File: src/rtl/ddr_w2r_pkg.sv
package ddr_w2r_pkg;

    typedef enum logic [2:0] {
        CMD_NOP   = 3'd0,
        CMD_WRITE = 3'd1,
        CMD_READ  = 3'd2,
        CMD_ACT   = 3'd3,
        CMD_PRE   = 3'd4
    } cmd_e;

    typedef enum logic [1:0] {
        SQ_IDLE,
        SQ_PRE,
        SQ_ACT,
        SQ_RD
    } seq_st_e;

    // Minimum write-to-read command spacing: the burst needs BL/2 clocks plus margin.
    function automatic int wr2rd_gap(input int bl);
        return bl / 2 + 3;
    endfunction

    function automatic int imax(input int a, input int b);
        return (a > b) ? a : b;
    endfunction

endpackage

File: src/rtl/w2r_bank_table.sv
module w2r_bank_table
    import ddr_w2r_pkg::*;
#(
    parameter int BANKS  = 4,
    parameter int ROW_W  = 12,
    localparam int BANK_W = $clog2(BANKS)
) (
    input  logic                          clk,
    input  logic                          rst,
    input  cmd_e                          upd_cmd,
    input  logic [BANK_W-1:0]             upd_bank,
    input  logic [ROW_W-1:0]              upd_row,
    input  cmd_e                          cmd_q,
    input  logic [BANK_W-1:0]             cmd_bank_q,
    input  logic [ROW_W-1:0]              cmd_row_q,
    output logic [BANKS-1:0]              open_o,
    output logic [BANKS-1:0][ROW_W-1:0]   rows_o
);

    for (genvar g = 0; g < BANKS; g++) begin : g_bank
        logic             open_r;
        logic [ROW_W-1:0] row_r;

        always_ff @(posedge clk) begin
            if (rst) begin
                open_r <= 1'b0;
                row_r  <= '0;
            end else if (upd_bank == BANK_W'(g)) begin
                if (upd_cmd == CMD_ACT) begin
                    open_r <= 1'b1;
                    row_r  <= upd_row;
                end else if (upd_cmd == CMD_PRE) begin
                    open_r <= 1'b0;
                end
            end
        end

        assign open_o[g] = open_r;
        assign rows_o[g] = row_r;
    end

    AST_READ_OPEN_ROW: assert property (@(posedge clk) disable iff (rst)
        (cmd_q == CMD_READ) |-> (open_o[cmd_bank_q] && rows_o[cmd_bank_q] == cmd_row_q))
        else $error("READ to a bank that is not open on that row");

    AST_WRITE_OPEN_BANK: assert property (@(posedge clk) disable iff (rst)
        (cmd_q == CMD_WRITE) |-> open_o[cmd_bank_q])
        else $error("WRITE to an idle bank");

endmodule

File: src/rtl/w2r_write_track.sv
module w2r_write_track
    import ddr_w2r_pkg::*;
#(
    parameter int BANK_W = 2,
    parameter int TWRD   = 5,
    parameter int T_WPD  = 4,
    localparam int SMAX  = imax(TWRD, T_WPD),
    localparam int SW    = $clog2(SMAX + 1)
) (
    input  logic              clk,
    input  logic              rst,
    input  logic              wr_fire,
    input  logic [BANK_W-1:0] wr_bank,
    input  logic [BANK_W-1:0] tgt_bank,
    input  cmd_e              cmd_q,
    input  logic [BANK_W-1:0] cmd_bank_q,
    output logic              rd_ok,
    output logic              pre_ok
);

    logic [SW-1:0]     since;
    logic [BANK_W-1:0] last_bank;

    // 'since' equals the number of cycles elapsed since the cycle that carried WRITE.
    always_ff @(posedge clk) begin
        if (rst) begin
            since     <= SW'(SMAX);
            last_bank <= '0;
        end else if (wr_fire) begin
            since     <= '0;
            last_bank <= wr_bank;
        end else if (int'(since) < SMAX) begin
            since     <= since + 1'b1;
        end
    end

    // Gates look one cycle ahead: the command is registered at the next edge.
    assign rd_ok  = int'(since) >= TWRD - 1;
    assign pre_ok = (tgt_bank != last_bank) || (int'(since) >= T_WPD - 1);

    AST_WR2RD_GAP: assert property (@(posedge clk) disable iff (rst)
        (cmd_q == CMD_READ) |-> (int'(since) >= TWRD))
        else $error("READ closer than the write-to-read gap");

    AST_WR2PRE_GAP: assert property (@(posedge clk) disable iff (rst)
        (cmd_q == CMD_PRE && cmd_bank_q == last_bank) |-> (int'(since) >= T_WPD))
        else $error("PRECHARGE of the written bank too soon");

endmodule

File: src/rtl/w2r_read_window.sv
module w2r_read_window #(
    parameter int CL = 2,
    parameter int BL = 4,
    localparam int N = CL + BL / 2
) (
    input  logic clk,
    input  logic rst,
    input  logic rd_fire,
    output logic win
);

    // sh[k] set means a READ was on the bus k cycles ago.
    logic [N-1:0] sh;

    always_ff @(posedge clk) begin
        if (rst) sh <= '0;
        else     sh <= {sh[N-2:0], rd_fire};
    end

    assign win = |sh[N-1:CL];

endmodule

File: src/rtl/w2r_seq_fsm.sv
module w2r_seq_fsm
    import ddr_w2r_pkg::*;
#(
    parameter int BANKS   = 4,
    parameter int ROW_W   = 12,
    parameter int T_RP    = 2,
    parameter int T_RCDRD = 2,
    localparam int BANK_W = $clog2(BANKS),
    localparam int CMAX   = imax(T_RP, T_RCDRD),
    localparam int CW     = $clog2(CMAX + 1)
) (
    input  logic                        clk,
    input  logic                        rst,
    input  logic                        wr_valid,
    input  logic [BANK_W-1:0]           wr_bank,
    input  logic                        rd_valid,
    input  logic [BANK_W-1:0]           rd_bank,
    input  logic [ROW_W-1:0]            rd_row,
    input  logic [BANKS-1:0]            open_i,
    input  logic [BANKS-1:0][ROW_W-1:0] rows_i,
    input  logic                        rd_ok,
    input  logic                        pre_ok,
    output cmd_e                        nxt_cmd,
    output logic [BANK_W-1:0]           nxt_bank,
    output logic [ROW_W-1:0]            nxt_row,
    output logic [BANK_W-1:0]           tgt_bank,
    output cmd_e                        cmd_q,
    output logic [BANK_W-1:0]           cmd_bank_q,
    output logic [ROW_W-1:0]            cmd_row_q,
    output logic                        issued_q,
    output logic                        busy
);

    localparam logic [CW-1:0] RP_LD  = CW'(T_RP - 1);
    localparam logic [CW-1:0] RCD_LD = CW'(T_RCDRD - 1);

    seq_st_e          st, st_n;
    logic [CW-1:0]    cnt, cnt_n;
    logic [BANK_W-1:0] tb_n;
    logic [ROW_W-1:0] tgt_row, tr_n;

    always_comb begin
        st_n     = st;
        cnt_n    = cnt;
        tb_n     = tgt_bank;
        tr_n     = tgt_row;
        nxt_cmd  = CMD_NOP;
        nxt_bank = tgt_bank;
        nxt_row  = tgt_row;
        case (st)
            SQ_IDLE: begin
                if (wr_valid) begin
                    if (open_i[wr_bank]) begin
                        nxt_cmd  = CMD_WRITE;
                        nxt_bank = wr_bank;
                        nxt_row  = rows_i[wr_bank];
                    end
                end else if (rd_valid) begin
                    tb_n  = rd_bank;
                    tr_n  = rd_row;
                    cnt_n = '0;
                    if (!open_i[rd_bank])                st_n = SQ_ACT;
                    else if (rows_i[rd_bank] == rd_row)  st_n = SQ_RD;
                    else                                 st_n = SQ_PRE;
                end
            end
            SQ_PRE: begin
                if (pre_ok) begin
                    nxt_cmd = CMD_PRE;
                    st_n    = SQ_ACT;
                    cnt_n   = RP_LD;
                end
            end
            SQ_ACT: begin
                if (cnt == '0) begin
                    nxt_cmd = CMD_ACT;
                    st_n    = SQ_RD;
                    cnt_n   = RCD_LD;
                end else begin
                    cnt_n = cnt - 1'b1;
                end
            end
            SQ_RD: begin
                if (cnt != '0) begin
                    cnt_n = cnt - 1'b1;
                end else if (rd_ok) begin
                    nxt_cmd = CMD_READ;
                    st_n    = SQ_IDLE;
                end
            end
            default: st_n = SQ_IDLE;
        endcase
    end

    always_ff @(posedge clk) begin
        if (rst) begin
            st         <= SQ_IDLE;
            cnt        <= '0;
            tgt_bank   <= '0;
            tgt_row    <= '0;
            cmd_q      <= CMD_NOP;
            cmd_bank_q <= '0;
            cmd_row_q  <= '0;
            issued_q   <= 1'b0;
        end else begin
            st         <= st_n;
            cnt        <= cnt_n;
            tgt_bank   <= tb_n;
            tgt_row    <= tr_n;
            cmd_q      <= nxt_cmd;
            cmd_bank_q <= nxt_bank;
            cmd_row_q  <= nxt_row;
            issued_q   <= (nxt_cmd == CMD_READ);
        end
    end

    assign busy = (st != SQ_IDLE);

    // Checker-only age counters: cycles since the last PRECHARGE and ACTIVE on the bus.
    logic [CW-1:0] pre_age, act_age;
    always_ff @(posedge clk) begin
        if (rst) begin
            pre_age <= CW'(CMAX);
            act_age <= CW'(CMAX);
        end else begin
            if (nxt_cmd == CMD_PRE)        pre_age <= '0;
            else if (int'(pre_age) < CMAX) pre_age <= pre_age + 1'b1;
            if (nxt_cmd == CMD_ACT)        act_age <= '0;
            else if (int'(act_age) < CMAX) act_age <= act_age + 1'b1;
        end
    end

    AST_PRE_TO_ACT: assert property (@(posedge clk) disable iff (rst)
        (cmd_q == CMD_ACT) |-> (int'(pre_age) >= T_RP))
        else $error("ACTIVE too soon after PRECHARGE");

    AST_ACT_TO_READ: assert property (@(posedge clk) disable iff (rst)
        (cmd_q == CMD_READ) |-> (int'(act_age) >= T_RCDRD))
        else $error("READ too soon after ACTIVE");

    AST_READ_ENDS_SEQ: assert property (@(posedge clk) disable iff (rst)
        (cmd_q == CMD_READ) |-> (!busy && issued_q))
        else $error("READ cycle with busy high or strobe low");

    AST_NO_WRITE_IN_SEQ: assert property (@(posedge clk) disable iff (rst)
        busy |-> (cmd_q != CMD_WRITE))
        else $error("WRITE issued inside a read sequence");

endmodule

File: src/rtl/ddr_w2r_seq.sv
module ddr_w2r_seq
    import ddr_w2r_pkg::*;
#(
    parameter int BANKS   = 4,
    parameter int ROW_W   = 12,
    parameter int BL      = 4,
    parameter int CL      = 2,
    parameter int T_WPD   = 4,
    parameter int T_RP    = 2,
    parameter int T_RCDRD = 2,
    localparam int BANK_W = $clog2(BANKS),
    localparam int TWRD   = wr2rd_gap(BL)
) (
    input  logic              clk,
    input  logic              rst,
    input  logic              wr_valid,
    input  logic [BANK_W-1:0] wr_bank,
    input  logic              rd_valid,
    input  logic [BANK_W-1:0] rd_bank,
    input  logic [ROW_W-1:0]  rd_row,
    output logic              busy,
    output logic [2:0]        cmd,
    output logic [BANK_W-1:0] cmd_bank,
    output logic [ROW_W-1:0]  cmd_row,
    output logic              rd_issued,
    output logic              rd_data_win
);

    cmd_e                        nxt_cmd, cmd_q;
    logic [BANK_W-1:0]           nxt_bank, tgt_bank, cmd_bank_q;
    logic [ROW_W-1:0]            nxt_row, cmd_row_q;
    logic [BANKS-1:0]            open_v;
    logic [BANKS-1:0][ROW_W-1:0] rows_v;
    logic                        rd_ok, pre_ok, issued_q;

    w2r_seq_fsm #(
        .BANKS(BANKS), .ROW_W(ROW_W), .T_RP(T_RP), .T_RCDRD(T_RCDRD)
    ) u_fsm (
        .clk(clk), .rst(rst),
        .wr_valid(wr_valid), .wr_bank(wr_bank),
        .rd_valid(rd_valid), .rd_bank(rd_bank), .rd_row(rd_row),
        .open_i(open_v), .rows_i(rows_v),
        .rd_ok(rd_ok), .pre_ok(pre_ok),
        .nxt_cmd(nxt_cmd), .nxt_bank(nxt_bank), .nxt_row(nxt_row),
        .tgt_bank(tgt_bank),
        .cmd_q(cmd_q), .cmd_bank_q(cmd_bank_q), .cmd_row_q(cmd_row_q),
        .issued_q(issued_q), .busy(busy)
    );

    w2r_bank_table #(
        .BANKS(BANKS), .ROW_W(ROW_W)
    ) u_banks (
        .clk(clk), .rst(rst),
        .upd_cmd(nxt_cmd), .upd_bank(nxt_bank), .upd_row(nxt_row),
        .cmd_q(cmd_q), .cmd_bank_q(cmd_bank_q), .cmd_row_q(cmd_row_q),
        .open_o(open_v), .rows_o(rows_v)
    );

    w2r_write_track #(
        .BANK_W(BANK_W), .TWRD(TWRD), .T_WPD(T_WPD)
    ) u_wtrack (
        .clk(clk), .rst(rst),
        .wr_fire(nxt_cmd == CMD_WRITE), .wr_bank(nxt_bank),
        .tgt_bank(tgt_bank),
        .cmd_q(cmd_q), .cmd_bank_q(cmd_bank_q),
        .rd_ok(rd_ok), .pre_ok(pre_ok)
    );

    w2r_read_window #(
        .CL(CL), .BL(BL)
    ) u_rwin (
        .clk(clk), .rst(rst),
        .rd_fire(nxt_cmd == CMD_READ),
        .win(rd_data_win)
    );

    assign cmd       = cmd_q;
    assign cmd_bank  = cmd_bank_q;
    assign cmd_row   = cmd_row_q;
    assign rd_issued = issued_q;

endmodule

File: config.mk
export PLATFORM = sky130hd
export DESIGN_NAME = ddr_w2r_seq
export DESIGN_NICKNAME = d
export VERILOG_FILES = /design/src/rtl/ddr_w2r_pkg.sv /design/src/rtl/w2r_bank_table.sv /design/src/rtl/w2r_write_track.sv /design/src/rtl/w2r_read_window.sv /design/src/rtl/w2r_seq_fsm.sv /design/src/rtl/ddr_w2r_seq.sv
export SDC_FILE = /design/constraint.sdc
export NUM_CORES = 1
export LEC_CHECK = 0
export CAP_MARGIN = 20
export CORE_UTILIZATION = 50
export DETAILED_ROUTE_END_ITERATION = 8
export DONT_BUFFER_PORTS = 1
export PLACE_DENSITY = 0.68
export SLEW_MARGIN = 10
export SYNTH_ARGS = -nofsm -noshare
export SYNTH_HDL_FRONTEND = slang
export SYNTH_HIERARCHICAL = 1
export SYNTH_SLANG_ARGS = --single-unit
File: constraint.sdc
create_clock -name clk -period 3.27 [get_ports clk]
set_input_delay 0.327 -clock clk [delete_from_list [all_inputs] [get_ports clk]]
set_output_delay 0.327 -clock clk [all_outputs]
set_load 0.01 [all_outputs]
==> out/qor.yml <==
path_cells: "inv_1 -> ha_1 -> nand2_1 -> or3_1 -> o21ai_2 -> a31oi_1 -> inv_1 -> nand3b_4 -> or3_1 -> buf_4 -> mux2i_1"
syn_avg_cell_area_um2: 9.86
period_minus_slack_ns: 2.85
powerDensity_nw_per_um2: 526
worstSetupEndpointType: "flop"
area_growth_pct: 4.94
worst-path-stages: 11
wire_per_inst_um: 18.6
r2r-start: "u_fsm/st[0]"
multi_input_area_um2: 2670
rows: 35
grt_pass1_wl_um: 17900
drc_errors: 0
post_cts_buffers: 0
synth-edff-count: 0
critPathTopFamily: "simple AND/OR/NAND/NOR gates"
clockPowerShare_pct: 30.5
antenna_found_initial: 0
gr-total-overflow: 0
coreArea_um2: 9370
tightest_slew_ns: 0.785
place.gp.congestion: 0.779
routed_wl_um: 11400
finalCritPeriodShare_pct: 87.2
htreeDepth: 3
dp_hpwl_um: 7190
start_kind: "flop"
antenna_cells: 0
grtUsageTotal_pct: 23.5
synthCells: 496
cts_tree: "built"
rsz0062_at_grt: "no"
ir_worst_vdd_uv: 229
switchingPower_w: 0.000808
synth_commonest_cells: "dfxtp_1 (97), o21ai_0 (77), nor2b_1 (59)"
pin_count: 40
cts_sinks: 97
finalClockSkew_ns: 0.00921
drtPass1Iterations: 4
cts_made_buffers: 9
synth_most_common_cell: "dfxtp_1"
status: "finished clean"
ys_warn_count: 6
clkTransAtPathRegs_ns: 0.10
gr-usage-met3_pct: 5.34
vias: 3501
ff2ff_setup_slack_ns: 0.42
reg2reg_to: "u_banks/g_bank[0].row_r[10]"
slew_headroom_pct: 47.1
utilization_pct: 54.7
grt_pass1_vias: 3368
ff2ff_path_depth: 11
drive_gt1_share_pct: 13.6
root_buffer: "clkbuf_8"
setup_viol: 0
top_usage_layer: "met2"
port_buffers: 0
tns_ns: 0
path_class: "reg -> reg"
whs_ns: 0.0272
antenna_left: 0
vias_per_cell: 5.70
yosys.area.top_type: "dfxtp_1"
final_cells: 614
seq_area_frac_synth_pct: 39.7
hold_path.class: "in -> reg"
syn_nets: 525
synthArstFlopShare_pct: 0
grt_util_met2_pct: 39.9
synth.top_cell.area_share_pct: 39.7
clock_path_buffers: 2
grt_max_degree: 110
die_area_um2: 10200
internal-power_w: 0.00189
maxSlewViolCount: 0
n_fill_cell: 882
nets: 509
syn_area_um2: 4890
required_ns: 3.52
met1_usage_pct: 29.8
power.share.sequential_pct: 48.9
synth_ff_type: "dfxtp_1"
swShare_pct: 29.9
fmax_ghz: 0.351
yosys-top-cells-area: "dfxtp_1 (40%), o21ai_0 (7.9%), nor2b_1 (7.6%)"
fp.dieH_um: 101
synth_seq_cells: 97
crit_start: "u_fsm/st[0]"
p_leak_nw: 1.98
post_synth_num_cell_types: 46
combPwrFrac_pct: 20.5
regArea_um2: 1940
maxCapViolCount: 0
cpMaxStageDelayCell: "or3_1"
path_buf_inv: 3
dp.cells: 596
cp_max_fo: 14
die_x_um: 101
slowest_delay_ns: 0.38
drtIter0Drc: 188
arrival_ns: 3.10
critPathCapture: "u_banks/g_bank[0].row_r[10]"
hold_viol: 0
clock_latency_ns: 0.36
start_util_pct: 52.2
==> through the flow <==
| step | cell area, µm² | setup WS [ns] | total power [W] |
|---|---|---|---|
| CTS | 5110 | 0.424 | 0.00271 |
| finish | 5130 | 0.419 | 0.00270 |
| detailed placement | 4890 | 0.437 | 0.00190 |
| global route | 5130 | 0.172 | 0.00284 |
| floorplan | 4890 | 0.588 | 0.00179 |
| global placement | 4890 | 0.557 | 0.00188 |
==> sequential cells by signal, summed over array words and instances (netlist names), 3 cells and up <==
signal	count
u_banks/g_bank.row_r	48
u_wtrack/since	3
u_rwin/sh	4
u_fsm/tgt_row	12
u_fsm/cmd_row_q	12
u_fsm/cmd_q	3
u_banks/g_bank.open_r	4
==> worst min path at each step <==
stage                     slack [ns]  start                end  cells past startpoint
after floorplan                 0.40    rst       u_rwin/sh[0]                      1
after CTS                       0.01    rst       u_rwin/sh[1]                      1
after detailed placement        0.41    rst       u_rwin/sh[1]                      1
after global routing           0.002    rst  u_fsm/tgt_bank[0]                      1
after global placement          0.40    rst  u_fsm/tgt_row[11]                      1
final                           0.03    rst       u_rwin/sh[2]                      1
==> what timing repair did <==
action	CTS	global route
resized for setup	0	0
hold buffers	0	2
endpoints found under the hold margin	0	1
==> logic make-up (layout without fill, tap and decap cells) <==
| group | count (synthesis) | count (layout) | share of synthesized area (%) |
|---|---|---|---|
| adder cells (fa/ha/maj) | 9 | 9 | 2.30 |
| flip-flops | 97 | 97 | 39.7 |
| buffers and inverters | 51 | 40 | 5.63 |
| XOR/XNOR | 14 | 14 | 2.66 |
| multiplexers | 55 | 55 | 18.7 |
| AND/OR/NAND/NOR | 155 | 155 | 17.8 |
| AO/OA/AOI/OAI | 115 | 115 | 13.2 |
==> routing by layer <==
metal / wire length (µm) / vias up
met5: 0 / -
met4: 159 / 0
met3: 610 / 15
met2: 5530 / 81
met1: 5110 / 1712
li1: - / 1693
==> layout by cell type (no fill, tap or decap), drive strengths merged, types with 12 or more instances in the layout <==
cell type,netlist,layout
mux2i,17,17
dfxtp,97,97
a21oi,22,22
mux4,25,25
inv,12,12
nand2,36,36
nor2,12,12
nand2b,27,27
o21ai,80,80
nor2b,59,59
mux2,13,13
==> power by group through the flow <==
stage	registers, W	logic (W)	clock network [W]
after floorplan	0.00133	0.000462	0
after global placement	0.00134	0.000537	0
after detailed placement	0.00135	0.000548	0
after CTS	0.00132	0.000550	0.000840
after global routing	0.00133	0.000611	0.000894
final	0.00132	0.000554	0.000824
==> cell type report <==
class	instances	share of cell area, %
clock inverters	5	1.24
clock buffers	11	2.95
well taps	129	3.15
repair buffers	12	1.85
inverters	12	0.878
flip-flops and latches	97	37.9
multi-input cells	348	52.1
No activity file was read; power rests on OpenSTA's default activity.
